--- config.mk ---
export PLATFORM = sky130hd
export DESIGN_NAME = evt_timer
export DESIGN_NICKNAME = d
export VERILOG_FILES = /design/src/rtl/evt_timer_pkg.sv /design/src/rtl/evt_timer_cfg.sv /design/src/rtl/evt_timer_counter.sv /design/src/rtl/evt_timer_shadow.sv /design/src/rtl/evt_timer.sv
export SDC_FILE = /design/constraint.sdc
export NUM_CORES = 1
export LEC_CHECK = 0
export BUFFER_PORTS_ARGS = -buffer_cell sky130_fd_sc_hd__buf_4
export CAP_MARGIN = 20
export CORE_ASPECT_RATIO = 1.25
export CORE_MARGIN = 2
export CORE_UTILIZATION = 32
export DETAILED_ROUTE_END_ITERATION = 10
export PLACE_DENSITY_LB_ADDON = 0.25
export SETUP_SLACK_MARGIN = 0.02
export SYNTH_ARGS = -nofsm -noshare
export SYNTH_HDL_FRONTEND = slang
export SYNTH_SLANG_ARGS = --single-unit
--- constraint.sdc ---
create_clock -name clk -period 4.83 [get_ports clk]
set_input_delay 0.483 -clock clk [delete_from_list [all_inputs] [get_ports clk]]
set_output_delay 0.483 -clock clk [all_outputs]
set_load 0.03 [all_outputs]
--- src/rtl/evt_timer_pkg.sv ---
package evt_timer_pkg;

   typedef enum logic [2:0] {
      RG_LOAD_LO = 3'd0,
      RG_LOAD_HI = 3'd1,
      RG_CNT_LO  = 3'd2,
      RG_CNT_HI  = 3'd3,
      RG_CTRL    = 3'd4,
      RG_IRQ     = 3'd5,
      RG_SHD_LO  = 3'd6,
      RG_SHD_HI  = 3'd7
   } reg_sel_e;

   localparam int unsigned CTL_PERIODIC_BIT = 0;
   localparam int unsigned CTL_RUN_BIT      = 1;
   localparam int unsigned CTL_WIDE_BIT     = 16;

   localparam int unsigned IRQ_EN_BIT  = 0;
   localparam int unsigned IRQ_RAW_BIT = 1;
   localparam int unsigned IRQ_MSK_BIT = 2;
   localparam int unsigned IRQ_CLR_BIT = 3;

   localparam int unsigned SEL_LSB = 2;
   localparam int unsigned SEL_W   = 3;

endpackage

--- src/rtl/evt_timer_cfg.sv ---
module evt_timer_cfg
   import evt_timer_pkg::*;
#(
   parameter int unsigned HALF_W  = 32,
   parameter bit          WIDE_EN = 1'b1,
   localparam int unsigned CNT_W  = 2 * HALF_W
) (
   input  logic              clk,
   input  logic              rst_n,
   input  logic              wr_load_lo,
   input  logic              wr_load_hi,
   input  logic              wr_ctrl,
   input  logic              wr_irq,
   input  logic [HALF_W-1:0] wdata,
   input  logic              expire,
   input  logic              hw_stop,
   output logic [CNT_W-1:0]  load_val,
   output logic              ctl_per,
   output logic              ctl_run,
   output logic              ctl_wide,
   output logic              start,
   output logic              start_wide,
   output logic              irq_en,
   output logic              irq_raw
);

   logic [HALF_W-1:0] load_lo_q;
   logic [HALF_W-1:0] load_hi_q;

   assign start      = wr_ctrl && wdata[CTL_RUN_BIT] && !ctl_run;
   assign start_wide = WIDE_EN && wdata[CTL_WIDE_BIT];
   assign load_val   = {load_hi_q, load_lo_q};

   always_ff @(posedge clk) begin
      if (!rst_n) begin
         load_lo_q <= '0;
      end else if (wr_load_lo) begin
         load_lo_q <= wdata;
      end
   end

   generate
      if (WIDE_EN) begin : g_hi_word
         always_ff @(posedge clk) begin
            if (!rst_n) begin
               load_hi_q <= '0;
            end else if (wr_load_hi) begin
               load_hi_q <= wdata;
            end
         end
      end else begin : g_hi_tied
         assign load_hi_q = '0;
      end
   endgenerate

   always_ff @(posedge clk) begin
      if (!rst_n) begin
         ctl_per  <= 1'b0;
         ctl_run  <= 1'b0;
         ctl_wide <= 1'b0;
      end else if (wr_ctrl) begin
         ctl_per  <= wdata[CTL_PERIODIC_BIT];
         ctl_run  <= wdata[CTL_RUN_BIT];
         ctl_wide <= start_wide;
      end else if (hw_stop) begin
         ctl_run  <= 1'b0;
      end
   end

   always_ff @(posedge clk) begin
      if (!rst_n) begin
         irq_en  <= 1'b0;
         irq_raw <= 1'b0;
      end else begin
         if (wr_irq) begin
            irq_en <= wdata[IRQ_EN_BIT];
         end
         if (expire) begin
            irq_raw <= 1'b1;
         end else if (wr_irq && wdata[IRQ_CLR_BIT]) begin
            irq_raw <= 1'b0;
         end
      end
   end

endmodule

--- src/rtl/evt_timer_counter.sv ---
module evt_timer_counter #(
   parameter int unsigned HALF_W  = 32,
   parameter bit          WIDE_EN = 1'b1,
   localparam int unsigned CNT_W  = 2 * HALF_W
) (
   input  logic             clk,
   input  logic             rst_n,
   input  logic             start,
   input  logic             start_wide,
   input  logic             run,
   input  logic             periodic,
   input  logic             wide,
   input  logic [CNT_W-1:0] load_val,
   output logic [CNT_W-1:0] cnt,
   output logic             expire,
   output logic             hw_stop
);

   localparam logic [CNT_W-1:0] LOW_MASK = {{HALF_W{1'b0}}, {HALF_W{1'b1}}};
   localparam logic [CNT_W-1:0] ONE      = {{(CNT_W-1){1'b0}}, 1'b1};

   logic [CNT_W-1:0] run_mask;
   logic [CNT_W-1:0] start_mask;
   logic [CNT_W-1:0] cnt_q;
   logic [CNT_W-1:0] cur;
   logic [CNT_W-1:0] nxt;

   generate
      if (WIDE_EN) begin : g_sel_width
         assign run_mask   = wide       ? '1 : LOW_MASK;
         assign start_mask = start_wide ? '1 : LOW_MASK;
      end else begin : g_low_only
         logic unused_w;
         assign unused_w   = wide ^ start_wide;
         assign run_mask   = LOW_MASK;
         assign start_mask = LOW_MASK;
      end
   endgenerate

   always_comb begin
      cur = cnt_q & run_mask;
      if (cur == '0) begin
         nxt = periodic ? (load_val & run_mask) : '0;
      end else begin
         nxt = (cur - ONE) & run_mask;
      end
   end

   assign expire  = run && (nxt == '0);
   assign hw_stop = expire && !periodic;
   assign cnt     = cnt_q;

   always_ff @(posedge clk) begin
      if (!rst_n) begin
         cnt_q <= '0;
      end else if (start) begin
         cnt_q <= load_val & start_mask;
      end else if (run) begin
         cnt_q <= nxt;
      end
   end

endmodule

--- src/rtl/evt_timer_shadow.sv ---
module evt_timer_shadow #(
   parameter int unsigned HALF_W = 32,
   localparam int unsigned CNT_W = 2 * HALF_W
) (
   input  logic              clk,
   input  logic              rst_n,
   input  logic [CNT_W-1:0]  cnt,
   input  logic              latch_hi,
   output logic [CNT_W-1:0]  shd,
   output logic [HALF_W-1:0] hi_held
);

   always_ff @(posedge clk) begin
      if (!rst_n) begin
         shd     <= '0;
         hi_held <= '0;
      end else begin
         shd <= cnt;
         if (latch_hi) begin
            hi_held <= shd[CNT_W-1:HALF_W];
         end
      end
   end

endmodule

--- src/rtl/evt_timer.sv ---
module evt_timer
   import evt_timer_pkg::*;
#(
   parameter int unsigned DATA_W  = 32,
   parameter int unsigned ADDR_W  = 5,
   parameter bit          WIDE_EN = 1'b1
) (
   input  logic              clk,
   input  logic              rst_n,
   input  logic [ADDR_W-1:0] bus_addr,
   input  logic              bus_wr,
   input  logic              bus_rd,
   input  logic [DATA_W-1:0] bus_wdata,
   output logic [DATA_W-1:0] bus_rdata,
   output logic              irq
);

   localparam int unsigned CNT_W    = 2 * DATA_W;
   localparam int unsigned WIN_BITS = SEL_LSB + SEL_W;

   generate
      if (DATA_W <= CTL_WIDE_BIT) begin : g_bad_data_w
         $error("evt_timer: DATA_W must exceed the width-select bit position");
      end
      if (ADDR_W < WIN_BITS) begin : g_bad_addr_w
         $error("evt_timer: ADDR_W too small for the register window");
      end
   endgenerate

   reg_sel_e          sel;
   logic              in_range;
   logic              wr_hit;
   logic [CNT_W-1:0]  load_val;
   logic [CNT_W-1:0]  live_cnt;
   logic [CNT_W-1:0]  shd_cnt;
   logic [DATA_W-1:0] shd_hi_held;
   logic              ctl_per;
   logic              ctl_run;
   logic              ctl_wide;
   logic              start;
   logic              start_wide;
   logic              expire;
   logic              hw_stop;
   logic              irq_en;
   logic              irq_raw;

   assign sel      = reg_sel_e'(bus_addr[SEL_LSB +: SEL_W]);
   assign in_range = (bus_addr[SEL_LSB-1:0] == '0) && ((bus_addr >> WIN_BITS) == '0);
   assign wr_hit   = bus_wr && in_range;

   evt_timer_cfg #(
      .HALF_W  (DATA_W),
      .WIDE_EN (WIDE_EN)
   ) i_cfg (
      .clk        (clk),
      .rst_n      (rst_n),
      .wr_load_lo (wr_hit && sel == RG_LOAD_LO),
      .wr_load_hi (wr_hit && sel == RG_LOAD_HI),
      .wr_ctrl    (wr_hit && sel == RG_CTRL),
      .wr_irq     (wr_hit && sel == RG_IRQ),
      .wdata      (bus_wdata),
      .expire     (expire),
      .hw_stop    (hw_stop),
      .load_val   (load_val),
      .ctl_per    (ctl_per),
      .ctl_run    (ctl_run),
      .ctl_wide   (ctl_wide),
      .start      (start),
      .start_wide (start_wide),
      .irq_en     (irq_en),
      .irq_raw    (irq_raw)
   );

   evt_timer_counter #(
      .HALF_W  (DATA_W),
      .WIDE_EN (WIDE_EN)
   ) i_counter (
      .clk        (clk),
      .rst_n      (rst_n),
      .start      (start),
      .start_wide (start_wide),
      .run        (ctl_run),
      .periodic   (ctl_per),
      .wide       (ctl_wide),
      .load_val   (load_val),
      .cnt        (live_cnt),
      .expire     (expire),
      .hw_stop    (hw_stop)
   );

   evt_timer_shadow #(
      .HALF_W (DATA_W)
   ) i_shadow (
      .clk      (clk),
      .rst_n    (rst_n),
      .cnt      (live_cnt),
      .latch_hi (bus_rd && in_range && sel == RG_SHD_LO),
      .shd      (shd_cnt),
      .hi_held  (shd_hi_held)
   );

   assign irq = irq_raw && irq_en;

   always_comb begin
      bus_rdata = '0;
      if (in_range) begin
         unique case (sel)
            RG_LOAD_LO: bus_rdata = load_val[DATA_W-1:0];
            RG_LOAD_HI: bus_rdata = load_val[CNT_W-1:DATA_W];
            RG_CNT_LO:  bus_rdata = live_cnt[DATA_W-1:0];
            RG_CNT_HI:  bus_rdata = live_cnt[CNT_W-1:DATA_W];
            RG_CTRL: begin
               bus_rdata[CTL_PERIODIC_BIT] = ctl_per;
               bus_rdata[CTL_RUN_BIT]      = ctl_run;
               bus_rdata[CTL_WIDE_BIT]     = ctl_wide;
            end
            RG_IRQ: begin
               bus_rdata[IRQ_EN_BIT]  = irq_en;
               bus_rdata[IRQ_RAW_BIT] = irq_raw;
               bus_rdata[IRQ_MSK_BIT] = irq;
            end
            RG_SHD_LO:  bus_rdata = shd_cnt[DATA_W-1:0];
            RG_SHD_HI:  bus_rdata = shd_hi_held;
            default:    bus_rdata = '0;
         endcase
      end
   end

endmodule

==> results of run 1 <==
-- critical path, cell delays in order, from the launching register on --
cell,delay (ns)
dfxtp_1,0.44
o41ai_1,1.05
o21ai_0,0.59
nor3_1,0.46
xor2_1,0.11
o21ai_0,0.24
a21boi_0,0.35
nand4_1,0.17
o41a_1,0.39
-- flip-flops by register name, indices dropped and copies added, names as in the netlist --
signal            flops
i_counter.cnt        64
i_shadow.shd         64
i_cfg.load_hi_q      32
i_cfg.load_lo_q      32
i_shadow.hi_held     32
i_cfg.ctl_per         1
i_cfg.ctl_run         1
i_cfg.ctl_wide        1
i_cfg.irq_en          1
i_cfg.irq_raw         1
-- area by class of cell --
cell class,instances,area [µm²],area share
clock buffers,29,661,0.0477
clock inverters,17,224,0.0162
multi-input cells,1215,6950,0.501
inverters,8,32.5,0.00235
well taps,486,608,0.0439
flip-flops and latches,229,4590,0.331
repair buffers,105,801,0.0578
-- power by group --
part | internal (W) | switching, W
clock | 0.00125 | 0.000850
sequential | 0.00190 | 0.0000189
combinational | 0.000150 | 0.000325
total | 0.00330 | 0.00119
-- metrics by stage --
step                 util  hold WS, ns  setup WS, ns  cells  area (µm²)
finish              0.372        0.171         0.910   2089       13900
global route        0.372        0.180         0.661   2089       13900
CTS                 0.372        0.160         0.979   2089       13900
detailed placement  0.348        0.423         0.991   2043       13000
global placement    0.348        0.419          1.01   2043       13000
floorplan               -        0.417          1.47   1611       12100
-- per-layer routing --
| layer | wire, µm | share of wire | up-vias | global-route usage |
|---|---|---|---|---|
| met4 | 2620 | 0.051 | 0 | 0.122 |
| met5 | 0 | 0 | - | 0 |
| met2 | 24500 | 0.47 | 506 | 0.422 |
| met3 | 3010 | 0.058 | 122 | 0.0245 |
| met1 | 21600 | 0.42 | 6139 | 0.339 |
| li1 | - | - | 5686 | - |
-- cell usage in the layout (no fill, tap or decap), types with 6 or more instances in the layout --
master and instances:
nand2_1 328, or3_1 14, xor2_1 20, or4_1 12, nor2_1 81, and3_1 31
mux2i_1 7, a21oi_1 187, nor3_1 31, o211ai_1 6, o21ai_0 30, clkinv_2 7
dfxtp_1 227, a311oi_1 21, nand4_1 11, o41ai_1 7, a22oi_1 89, xnor2_1 38
and2_1 63, a31oi_1 42, a211oi_1 46, nor4_1 24, clkbuf_16 25, buf_4 104
nand3_1 44
-- cell families (layout without fill, tap and decap cells) --
family                     count (synthesis)  after routing  synth area share
xor gates and xnor gates                  58             58            0.0419
DFF                                      229            229             0.378
and+or+nand+nor                          683            683             0.269
buffers and inverters                    167            159            0.0547
muxes                                     10             10            0.0104
AOI/OAI and AO/OA                        462            462             0.244
adders and majority gates                  2              2           0.00206
-- path summary, 6_finish.rpt --
| kind | from | endpoint | slack, ns | depth (start not counted) |
|---|---|---|---|---|
| worst max-delay path | i_counter.cnt[43]$_SDFFE_PN0P_ | i_cfg.ctl_run$_SDFFE_PN0P_ | 0.91 | 8 |
| worst min-delay path | bus_wdata[4] | i_cfg.load_lo_q[4]$_SDFFE_PN0P_ | 0.17 | 3 |
| worst max register to register | i_counter.cnt[43]$_SDFFE_PN0P_ | i_cfg.ctl_run$_SDFFE_PN0P_ | 0.91 | 8 |
| worst min register to register | i_shadow.shd[34]$_SDFF_PN0_ | i_shadow.hi_held[2]$_SDFFE_PN0P_ | 0.43 | 2 |
==> metrics, run 1 <==
Post-Syn Instances approximately 1600; vias per std cell just under 6; top cells by count, synth nand2_1 (329), dfxtp_1 (229), a21oi_1 (187); unrepaired setup endpoints after global routing false; CTS resizes 0; CTS tree done; register bit total from synthesis ~230; Die Wd about 180 µm; Final Skew between 0.03 and 0.04 ns; Hold Crit Class input pin to flip-flop; # hold bufs at CTS 0; DR iter-0 viols 1376; Synth cell types between 60 and 70; Leakage 4.95 nW; initial antenna violation count 0; Die Footprint ~40000 µm²; total track usage 0.258; Antenna diodes 0; clk buf depth 3; Synth Cell Area around 12000 µm²; RD Place Congestion around 0.97; Critical Path RT 5.28 ns; Fill cells between 3000 and 4000; Setup Viol. Count Final 0; Final Cycle Share 0.812; Post-synth EDFFs 0; run status finished, final reports clean; PortBufs 73; total power 0.00449 W; Hold Vio Cnt, Final 0; Starting Density 0.326; syn nets 1654; fmax around 0.26 GHz; Post-Route WL a little over 50 mm; Synth Flop Type dfxtp_1; row count around 80; Avg Inst Size Synth 7.53 µm²; yosys warns 0; pin count of the biggest net entering global routing a little over 70; Worst-path clk slew 0.07 ns; Core Region 37300 µm²; GRT Residual Overflow 0; crit start category flip-flop; most frequent cell after synthesis nand2_1; MaxCap Viol Count 0; hpwl dp between 30 and 40 mm; fin nets 1627; minimum clock period 3.92 ns; via count about 12000; Synth async-reset ratio 0; first-pass GRT wire length between 70 and 80 mm; crit path kind flip-flop to flip-flop; clock root buffer clkbuf_16; Die H 222 µm; Fin Setup TNS 0 ns; CP Capture Type flip-flop; share of post-route cells with drive strength above 1 0.115; post-synthesis sequential area ratio 0.378; 1st-pass router iterations 5; clock latency at the later pin of the worst-skew pair approximately 0.57 ns; Max IR drop VDD 0.000259 V; DRC Markers 0; WL/cell 24.7 µm; H-tree levels 1; IO Pins 74; critical path arrival about 4.4 ns; share of the synthesized area in the top cell type 0.378; CTS buffer count 25; CTS Sinks 229; worst slew pin tran approximately 1.1 ns; final slew viol count 0; postcts setup bufs 0; Synth area leaders dfxtp_1 (38%), nand2_1 (10%), a21oi_1 (7.7%), a22oi_1 (5.5%), clkbuf_1 (4.2%); largest area contributor in the netlist dfxtp_1; Slew headroom 0.250; PD cells 324 nW/µm²; vias in the first global route between 10000 and 15000; area grow syn2layout 14.2%; CP max FO 9; Final ANT Viol Nets 0
(Power assumes the default switching activity.)
==> inputs of run 2 (changes only) <==
==> constraint.sdc (replaced) <==
create_clock -name clk -period 3.5 [get_ports clk]
set_input_delay 0.35 -clock clk [delete_from_list [all_inputs] [get_ports clk]]
set_output_delay 0.35 -clock clk [all_outputs]
set_load 0.03 [all_outputs]
==> run 2 against run 1 <==
  * Die area unchanged
  * Worst setup slack got worse by 0.78 ns
  * Non-clock buffer count rose by 142
  * Core utilization increased by 3.1 points
  * Clock skew decreased by 0.015 ns
  * Register-to-register slack worse by 0.78 ns
  * Sequential power rose by 37%
  * Hold slack worse by 0.13 ns
  * Fmax grew 16%
  * Power grew 38%
  * Wire length increased by 6.0%
  * Critical path depth is 3 higher
  * Largest cell class unchanged
  * Largest power group unchanged
  * Highest routed layer unchanged
==> metrics, run 2 (synthesized netlist as in run 1, its figures left out) <==
placed cell count 2184; DRC Markers 0; critical path arrival around 3.8 ns; DR iter-0 viols around 1100; most frequent CP cell buf_4; MaxCap Viol Count 0; Die Footprint about 40000 µm²; first-pass GRT wire length slightly above 80 mm; register area 4590 µm²; Leakage 5.70 nW; WHS Path Cells 3; CP Capture Type flip-flop; CP Buf/Inv Count 2; CTS buffer count 25; leading cell type in the layout, fill and taps excluded nand2_1; Slew headroom 0.323; via count approximately 13000; Die Wd roughly 180 µm; GRT Residual Overflow 0; total track usage 0.275; area of the multi-input gates ~7000 µm²; Clock Power Share 0.452; initial antenna violation count 0; Antenna diodes 0; Post-Route WL between 50 and 60 mm; clock latency at the later pin of the worst-skew pair about 0.56 ns; IO Pins 74; post-route setup slack around 0.13 ns; Net Switching about 0.0017 W; worst slew pin tran about 1.0 ns; Hold Vio Cnt, Final 0; sequential power share 0.426; 1st-pass router iterations 5; unrepaired setup endpoints after global routing false; Worst-path clk slew around 0.07 ns; clk buf depth 3; PD cells between 400 and 500 nW/µm²; vias in the first global route approximately 13000; minimum clock period around 3.4 ns; Critical R2R Capture i_cfg.ctl_run$_SDFFE_PN0P_; final slew viol count 0; Die H between 200 and 250 µm; Starting Density 0.326; Final ANT Viol Nets 0; run status finished, final reports clean; cell-internal power approximately 0.0045 W; H-tree levels 1; clock root buffer clkbuf_16; Core Region around 37000 µm²; Hold Crit Start bus_wdata[31]; non-filler cells, final 2228; Logic pwr share 0.123; Fill cells roughly 3800; CP max FO 6; Hold Crit Class input pin to flip-flop; PortBufs 73; R2R Setup Slk 0.13 ns; Setup Viol. Count Final 0; pin count of the biggest net entering global routing 79; worst slack, placed -0.0465 ns; fin nets between 1500 and 2000; CTS tree done; CP max stage delay just over 0.5 ns; WL/cell between 20 and 25 µm; RD Place Congestion 0.963; crit start category flip-flop; hpwl dp between 30 and 40 mm; hold_ws 0.0424 ns; Max IR drop VDD 0.000313 V; final core occ 0.403; reg2reg path depth 11; crit path kind flip-flop to flip-flop; Worst Hold End i_cfg.load_lo_q[31]$_SDFFE_PN0P_; Final Skew between 0.015 and 0.02 ns; vias per std cell between 5 and 6; Switching Share 0.268; critical path's slowest cell or3_1; area grow syn2layout 23.7%; CP top delay family simple AND/OR/NAND/NOR gates; Critical Path RT 3.93 ns; most frequent cells in the layout nand2_1 (328), buf_4 (243), dfxtp_1 (227); share of post-route cells with drive strength above 1 0.193; CP Cell Sequence nor4_2 -> buf_4 -> nand3_2 -> buf_4 -> or3_1 -> or3b_1 -> xor2_2 -> a31oi_1 -> nor4_1 -> o21ai_1 -> o41a_1; Final Cycle Share 0.962; fmax 0.297 GHz; FF-to-FF Start i_counter.cnt[22]$_SDFFE_PN0P_; row count 79; CTS Sinks 229
[run 2: repair_timing]
| item | in CTS | in global routing |
|---|---|---|
| resized for setup | 7 | 9 |
| setup endpoints to repair | 2 | 2 |
| pin swaps | 1 | 0 |
| buffers inserted | 0 | 1 |
| hold buffers | 0 | 0 |
[run 2: through the flow]
| stage | instance area [µm²] | setup TNS (ns) | total power, W |
|---|---|---|---|
| floorplan | 12100 | 0 | 0.00311 |
| global placement | 14100 | -0.0540 | 0.00343 |
| detailed placement | 14100 | -0.0465 | 0.00343 |
| CTS | 14900 | 0 | 0.00622 |
| global route | 15000 | 0 | 0.00637 |
| finish | 15000 | 0 | 0.00619 |
[run 2: final cells by class]
class | count | share of cell area
Inverter | 8 | 0.00217
Clock inverter | 12 | 0.00976
Sequential cell | 229 | 0.306
Timing Repair Buffer | 247 | 0.127
Multi-Input combinational cell | 1215 | 0.468
Clock buffer | 31 | 0.0465
Tap cell | 486 | 0.0405
[run 2: how the worst max path moves through the flow]
stage,cells after the start,endpoint,startpoint
global placement,10,i_cfg.ctl_run$_SDFFE_PN0P_,i_counter.cnt[22]$_SDFFE_PN0P_
detailed placement,10,i_cfg.ctl_run$_SDFFE_PN0P_,i_counter.cnt[22]$_SDFFE_PN0P_
CTS,12,i_cfg.ctl_run$_SDFFE_PN0P_,i_counter.cnt[0]$_SDFFE_PN0P_
floorplan,13,i_cfg.ctl_run$_SDFFE_PN0P_,i_counter.cnt[0]$_SDFFE_PN0P_
finish,11,i_cfg.ctl_run$_SDFFE_PN0P_,i_counter.cnt[22]$_SDFFE_PN0P_
global route,11,i_cfg.ctl_run$_SDFFE_PN0P_,i_counter.cnt[12]$_SDFFE_PN0P_
[run 2: per-layer routing]
metal | wire (µm) | GRT usage
met5 | 0 | 0
met2 | 26200 | 0.453
met3 | 3490 | 0.0317
met4 | 2600 | 0.124
met1 | 22500 | 0.360
[run 2: power by group through the flow]
stage / clock network (W) / logic (W) / registers [W]
finish: 0.00280 / 0.000759 / 0.00264
global placement: 0 / 0.000735 / 0.00269
CTS: 0.00284 / 0.000740 / 0.00264
detailed placement: 0 / 0.000731 / 0.00269
global route: 0.00292 / 0.000811 / 0.00264
floorplan: 0 / 0.000420 / 0.00269
[run 2: worst min-delay path, delay by kind of cell]
kind,cells,cell delay [ns]
compound gates,1,0.05
buf+inv,1,0.11
simple gates,1,0.05
